File: src/rtl/l2ia_pkg.sv
package l2ia_pkg;
   localparam int WORD_W = 32;
   typedef logic [WORD_W-1:0] word_t;
   typedef enum logic {
      ADDR_ENABLE = 1'b0,
      ADDR_STATUS = 1'b1
   } l2ia_addr_e;
endpackage

File: src/rtl/l2ia_regs.sv
module l2ia_regs
   import l2ia_pkg::*;
#(
   parameter word_t CONN_MASK = 32'h0000_0FF8
) (
   input  logic  clk_i,
   input  logic  rst_ni,
   input  logic  valid_i,
   input  logic  write_i,
   input  logic  addr_i,
   input  word_t wdata_i,
   input  word_t src_i,
   output word_t en_o,
   output word_t rdata_o
);
   word_t en_q, rdata_q;
   logic  is_en_wr, is_rd;

   assign is_en_wr = valid_i && write_i && (l2ia_addr_e'(addr_i) == ADDR_ENABLE);
   assign is_rd    = valid_i && !write_i;

   always_ff @(posedge clk_i or negedge rst_ni) begin
      if (!rst_ni) begin
         en_q    <= '0;
         rdata_q <= '0;
      end else begin
         if (is_en_wr)
            en_q <= wdata_i & CONN_MASK;
         if (is_rd)
            rdata_q <= (l2ia_addr_e'(addr_i) == ADDR_STATUS) ? (src_i & CONN_MASK) : en_q;
      end
   end

   assign en_o    = en_q;
   assign rdata_o = rdata_q;

   assert_en_write_R2: assert property (@(posedge clk_i) disable iff (!rst_ni)
      is_en_wr |=> (en_o == ($past(wdata_i) & CONN_MASK)));

   assert_status_write_ignored_R4: assert property (@(posedge clk_i) disable iff (!rst_ni)
      (valid_i && write_i && addr_i) |=> $stable(en_o));

   assert_rdata_unconnected_zero_R8: assert property (@(posedge clk_i) disable iff (!rst_ni)
      (rdata_o & ~CONN_MASK) == '0);
endmodule

File: src/rtl/l2ia_group.sv
module l2ia_group
   import l2ia_pkg::*;
#(
   parameter word_t MASK = 32'h0000_0EB8
) (
   input  logic  clk_i,
   input  logic  rst_ni,
   input  word_t src_i,
   input  word_t en_i,
   output logic  irq_o
);
   logic irq_q;
   logic hit;

   assign hit = |(src_i & en_i & MASK);

   always_ff @(posedge clk_i or negedge rst_ni) begin
      if (!rst_ni) irq_q <= 1'b0;
      else         irq_q <= hit;
   end

   assign irq_o = irq_q;

   // A raised output needs a member source high and a member enable set one cycle earlier
   assert_grp_cause_R5: assert property (@(posedge clk_i) disable iff (!rst_ni)
      $rose(irq_o) |-> (($past(src_i) & MASK) != '0) && (($past(en_i) & MASK) != '0));

   assert_grp_nomask_low_R6: assert property (@(posedge clk_i) disable iff (!rst_ni)
      ((src_i & MASK) == '0) |=> !irq_o);
endmodule

File: src/rtl/l2ia_bypass.sv
module l2ia_bypass #(
   parameter int           NUM_MUX = 3,
   parameter logic [31:0]  FWD     = 32'h7
) (
   input  logic [NUM_MUX-1:0] src_i,
   output logic [NUM_MUX-1:0] direct_o
);
   for (genvar i = 0; i < NUM_MUX; i++) begin : g_mux
      if (FWD[i]) begin : g_fwd
         assign direct_o[i] = src_i[i];
      end else begin : g_held
         assign direct_o[i] = 1'b0;
      end
   end

   always_comb begin
      for (int i = 0; i < NUM_MUX; i++) begin
         if (!FWD[i])
            assert_unforwarded_low_R9: assert (direct_o[i] == 1'b0);
      end
   end
endmodule

File: src/rtl/l2_irq_aggregator.sv
module l2_irq_aggregator
   import l2ia_pkg::*;
#(
   parameter int                          NUM_GRP   = 2,
   parameter logic [NUM_GRP-1:0][31:0]    GRP_MASKS = {32'h0000_0140, 32'h0000_0EB8},
   parameter int                          NUM_MUX   = 3,
   parameter logic [31:0]                 FWD_MASK  = 32'h0000_0007,
   parameter int                          MUX_GRP   = 0
) (
   input  logic               clk_i,
   input  logic               rst_ni,
   input  logic [31:0]        src_i,
   input  logic               reg_valid_i,
   input  logic               reg_write_i,
   input  logic               reg_addr_i,
   input  logic [31:0]        reg_wdata_i,
   output logic [31:0]        reg_rdata_o,
   output logic [NUM_GRP-1:0] grp_irq_o,
   output logic [NUM_MUX-1:0] direct_irq_o
);
   localparam word_t MUX_BITS = word_t'((64'd1 << NUM_MUX) - 64'd1);
   localparam word_t FWD_ON   = FWD_MASK & MUX_BITS;
   localparam word_t MUX_BACK = MUX_BITS & ~FWD_MASK;

   function automatic word_t eff_mask(int g);
      word_t m;
      m = GRP_MASKS[g] & ~FWD_ON;
      if (g == MUX_GRP) m = m | MUX_BACK;
      return m;
   endfunction

   function automatic word_t conn_mask();
      word_t m;
      m = '0;
      for (int g = 0; g < NUM_GRP; g++) m = m | eff_mask(g);
      return m;
   endfunction

   localparam word_t CONN = conn_mask();

   initial begin
      assert_param_mux_R7: assert (NUM_MUX >= 1 && NUM_MUX <= WORD_W);
      assert_param_grp_R5: assert (NUM_GRP >= 1 && MUX_GRP >= 0 && MUX_GRP < NUM_GRP);
   end

   word_t en_w;

   l2ia_regs #(.CONN_MASK(CONN)) regs_i (
      .clk_i   (clk_i),
      .rst_ni  (rst_ni),
      .valid_i (reg_valid_i),
      .write_i (reg_write_i),
      .addr_i  (reg_addr_i),
      .wdata_i (reg_wdata_i),
      .src_i   (src_i),
      .en_o    (en_w),
      .rdata_o (reg_rdata_o)
   );

   for (genvar g = 0; g < NUM_GRP; g++) begin : g_grp
      l2ia_group #(.MASK(eff_mask(g))) grp_i (
         .clk_i  (clk_i),
         .rst_ni (rst_ni),
         .src_i  (src_i),
         .en_i   (en_w),
         .irq_o  (grp_irq_o[g])
      );
   end

   l2ia_bypass #(.NUM_MUX(NUM_MUX), .FWD(FWD_MASK)) byp_i (
      .src_i    (src_i[NUM_MUX-1:0]),
      .direct_o (direct_irq_o)
   );

   always_comb begin
      for (int i = 0; i < NUM_MUX; i++) begin
         if (FWD_ON[i])
            assert_bypass_follow_R7: assert (direct_irq_o[i] == src_i[i]);
      end
   end

   assert_enable_masked_R8: assert property (@(posedge clk_i) disable iff (!rst_ni)
      (en_w & ~CONN) == '0);
endmodule

File: config.mk
export PLATFORM = sky130hd
export DESIGN_NAME = l2_irq_aggregator
export DESIGN_NICKNAME = d
export VERILOG_FILES = /design/src/rtl/l2ia_pkg.sv /design/src/rtl/l2ia_regs.sv /design/src/rtl/l2ia_group.sv /design/src/rtl/l2ia_bypass.sv /design/src/rtl/l2_irq_aggregator.sv
export SDC_FILE = /design/constraint.sdc
export NUM_CORES = 1
export LEC_CHECK = 0
export ABC_AREA = 1
export BUFFER_PORTS_ARGS = -buffer_cell sky130_fd_sc_hd__buf_4
export CAP_MARGIN = 30
export CORE_UTILIZATION = 35
export CTS_CLUSTER_DIAMETER = 120
export DETAILED_ROUTE_END_ITERATION = 16
export PLACE_DENSITY = 0.75
export SKIP_CTS_REPAIR_TIMING = 1
export SYNTH_ARGS = -nofsm -noshare
export SYNTH_HDL_FRONTEND = slang
export SYNTH_SLANG_ARGS = --single-unit
File: constraint.sdc
create_clock -name clk_i -period 1.2 [get_ports clk_i]
set_clock_uncertainty 0.2 [all_clocks]
set_input_delay 0.3 -clock clk_i [delete_from_list [all_inputs] [get_ports clk_i]]
set_output_delay 0.3 -clock clk_i [all_outputs]
set_load 0.05 [all_outputs]
**Word-level counts from Yosys, hierarchy flattened**

Index checks and enable logic that the tools add are counted.

- Mux-type cells: 1
- Eq/ne operators: 0
- $add $sub $neg: 0
- Bitwise logic cells: 2
- Order comparisons: 0
- Shifts and indexed selects: 0
- Multiply operators: 0
- Reduce and logical (&&, ||, !) cells: 6
- Div/mod/pow operators: 0

Operators by type and width:

| cell | count |
|---|---|
| AND 12 bit | 1 |
| 2-to-1 mux 12 bit | 1 |
| OR reduction 7 bit | 1 |
| logical AND 1 bit | 3 |
| OR reduction 2 bit | 1 |
| zero test 1 bit | 1 |
| NOT 1 bit | 1 |

- Output and inout port bits: 37
- Register bits after elaboration: 43
- Bits in read-only memories: 0
- Latch bits: 0
- Input bits: 69
- RAM bits: 0
- Memories kept: 0

**Logic depth before layout (Yosys ltp)**

- Depth after elaboration: 2
- Mapped depth: 7
- Gate-level depth less buffers: 5

**By module**

From an unflattened synthesis, not the netlist that was laid out.

- Cells, all modules: 177
- Area, all modules: 1341.3 um^2

Modules (own cells, without submodules):

| module | sequential area each (um^2) | cells an instance | area an instance (um^2) | instances |
|---|---|---|---|---|
| l2ia_regs | 450.4 | 155 | 1204.9 | 1 |
| l2ia_group (g_grp[0].grp_i) | 25.0 | 15 | 77.6 | 1 |
| l2ia_group (g_grp[1].grp_i) | 25.0 | 4 | 36.3 | 1 |
| l2ia_bypass | 0.0 | 3 | 22.5 | 1 |

**Worst setup path after synthesis**

Ideal clock, no wire load.

- Path type: register -> output
- From: register regs_i.rdata_q[10] (netlist: regs_i.rdata_o[10])
- To: output port reg_rdata_o[10]
- Cell stages (with the launch flop): 1
- Slack: 0.100 ns
- Arrival time: 0.600 ns
- Cell sequence: dfrtp_1

RTL lines:

| element | RTL line | text |
|---|---|---|
| start, declared | l2ia_regs.sv:16 | `word_t en_q, rdata_q;` |
| start signal, assigned | l2ia_regs.sv:30 | `rdata_q <= (l2ia_addr_e'(addr_i) == ADDR_STATUS) ? (src_i & CONN_MASK) : en_q;` |
| end, declared | l2_irq_aggregator.sv:17 | `output logic [31:0] reg_rdata_o,` |

No word-level cell between the ends.

**Worst setup path in the final report**

- From: register regs_i.rdata_q[6] (netlist: regs_i.rdata_o[6])
- To: output port reg_rdata_o[6]

No word-level cell between the ends.

==> qor.json <==
{
  "outcome": {
    "outcome": "finished, violations left",
    "violations": "negative hold slack, negative setup slack"
  },
  "grt": {
    "grt_first_pass_wirelength_mm": 3.55,
    "first_global_vias": 822,
    "grt_max_degree": 21,
    "grt.overflow.total": 0,
    "grt.total_usage_pct": 13.2,
    "grt_antenna_before_repair": 0
  },
  "detailed_routing": {
    "initialDrtViolationCount": 16,
    "final_antenna_net_count": 0,
    "routed_wire_length_per_instance_um": 9.14,
    "dr_total_vias": 952,
    "drt_via_density": 3.98,
    "drt-total-wl_mm": 2.19,
    "route.detailed.drc": 0,
    "first_pass_iters": 4
  },
  "yosys": {
    "synth_sequential_area_ratio_pct": 41.8,
    "synthDominantCellAreaShare_pct": 41.8,
    "synth_area_mm2": 0.00120,
    "synth.distinct_cells": 15,
    "ys.warnings.count": 0,
    "yosys-top-cells-area": "sky130_fd_sc_hd__dfrtp_1, sky130_fd_sc_hd__nand2_1, sky130_fd_sc_hd__buf_4",
    "synth_seq_cells": 20,
    "yosysTopAreaCell": "sky130_fd_sc_hd__dfrtp_1",
    "postSynthCellCount": 156,
    "synthesis.area_per_instance_um2": 7.68
  },
  "die": {
    "std_cell_rows": 20,
    "die_height_um": 60.5,
    "die_x_um": 60.5,
    "design.portCount": 106,
    "dieArea_mm2": 0.00366,
    "initial_utilization_pct": 38.0,
    "core_area_mm2": 0.00315
  },
  "min_path": {
    "timing.hold.worst.class": "input port to register"
  },
  "clocking": {
    "htree_num_levels": 1,
    "cts_buffers": 3,
    "ctsRootBufferMaster": "sky130_fd_sc_hd__clkbuf_4",
    "cts_tree": "yes",
    "clk-insertion-delay-late_ns": 0.30,
    "max-clock-path-buffers": 2,
    "clkTransAtPathRegs_ns": 0.11,
    "cts_sinks": 20
  },
  "timing": {
    "timing_hold_violations_final": 1,
    "drv_slew": 0,
    "max_clock_freq_mhz": 727,
    "fin_crit_sh_pct": 115,
    "post-route-min-period_ns": 1.38,
    "setup_viol_count_final": 11,
    "final.setup.worst_slack_ns": -0.176,
    "final.hold.worst_slack_ns": -0.00208,
    "rsz0062_at_grt": "true"
  },
  "worst_setup_path": {
    "worst-endpoint-arrival_ns": 0.88,
    "required_ns": 0.70,
    "worstPathBufferInverterCount": 1,
    "critical_path.max_stage_delay_ns": 0.41,
    "crit_chain": "buf_6",
    "worst_setup_path_start_kind": "register",
    "peak_fanout_along_the_critical_path": 2,
    "critical_path.slowest_cell": "sky130_fd_sc_hd__dfrtp_1",
    "type_of_element_capturing_the_critical_path": "output pin",
    "path_class": "register to output pin",
    "cpLargestDelayFamily": "flip-flops"
  },
  "job": {
    "cap_viol_max_count": 0
  },
  "power_and_ir_drop": {
    "total_power_w": 0.00202,
    "power.leakage_nw": 0.874,
    "ir_worst_vdd_v": 0.000363,
    "powerDensity_mw_per_mm2": 1350
  },
  "final_layout": {
    "area_growth_pct": 24.6,
    "nFillCells": 339,
    "design.final.nets": 266,
    "n_diodes": 0,
    "fraction_of_final_layout_cells_sized_beyond_drive_strength_1_pct": 27.2,
    "final_cell_mix": "sky130_fd_sc_hd__nand2_1, sky130_fd_sc_hd__buf_4, sky130_fd_sc_hd__conb_1",
    "layout.cells.most_common": "sky130_fd_sc_hd__nand2_1",
    "finish.utilization_pct": 47.4
  },
  "place": {
    "placement.io_buffers": 33,
    "post-dp-hpwl_mm": 1.66,
    "pre_cts_ws_ns": 0.0322,
    "gpl.final_weighted_congestion": 0.790
  }
}
Yosys cell counts:
cell type	instances
sky130_fd_sc_hd__inv_8	1
sky130_fd_sc_hd__buf_12	1
sky130_fd_sc_hd__buf_4	29
sky130_fd_sc_hd__nand4_1	9
sky130_fd_sc_hd__nor2_4	1
sky130_fd_sc_hd__nand2_2	1
sky130_fd_sc_hd__buf_6	1
sky130_fd_sc_hd__conb_1	1
sky130_fd_sc_hd__nand2_1	85
sky130_fd_sc_hd__inv_2	1
sky130_fd_sc_hd__nor2_1	2
sky130_fd_sc_hd__dfrtp_1	20
sky130_fd_sc_hd__inv_1	2
sky130_fd_sc_hd__buf_2	1
sky130_fd_sc_hd__nand3_4	1
sequential cells by signal, indices dropped and copies added, names as in the netlist:
| register | flops |
|---|---|
| regs_i.rdata_o | 9 |
| regs_i.en_o | 9 |
| g_grp.grp_i.irq_o | 2 |
power breakdown:
group	switching [W]	internal [W]	total (W)	leakage [nW]
logic	0.000556	0.000293	0.000849	0.610
registers	0.0000769	0.000781	0.000858	0.250
clock network	0.000198	0.000117	0.000315	0.0138
path summary, 6_finish.rpt:
check | slack, ns | cells past startpoint | from | to
max | -0.18 | 1 | regs_i.rdata_o[6] | reg_rdata_o[6]
min reg2reg | 0.31 | 2 | regs_i.en_o[11] | regs_i.en_o[11]
min | -0.002 | 3 | src_i[8] | g_grp[1].grp_i.irq_o
min in group asynchronous | 0.19 | 2 | rst_ni | g_grp[1].grp_i.irq_o
max in group asynchronous | 0.39 | 2 | rst_ni | regs_i.rdata_o[9]
max reg2reg | 0.18 | 4 | regs_i.en_o[10] | g_grp[0].grp_i.irq_o
layer usage:
metal / vias to the layer above / global-route usage, % / wire, µm
li1: 511 / - / -
met1: 399 / 17.0 / 985
met2: 37 / 20.9 / 1030
met3: 5 / 2.13 / 110
met4: 0 / 7.79 / 55
met5: - / 0 / 0
cells by family after synthesis:
kind of cell / after synthesis / synth area share, %
other: 1 / 0.313
buffers and inverters: 36 / 23.1
AND/OR/NAND/NOR: 99 / 34.9
flip-flops: 20 / 41.8
through the flow:
stage               instances  setup TNS (ns)  instance area (µm²)
floorplan                 178               0                 1280
global placement          227               0                 1360
detailed placement        227               0                 1360
CTS                       230           -2.10                 1380
global route              239           -2.06                 1490
finish                    239           -1.73                 1490
area by class of cell:
cell class              instances  area, µm²  area share [%]
inverters                       4       22.5            1.51
well taps                      44       55.1            3.69
multi-input cells             122        504            33.8
clock buffers                   3       22.5            1.51
repair buffers                 46        389            26.0
flip-flops and latches         20        500            33.5
(Power assumes the default switching activity.)
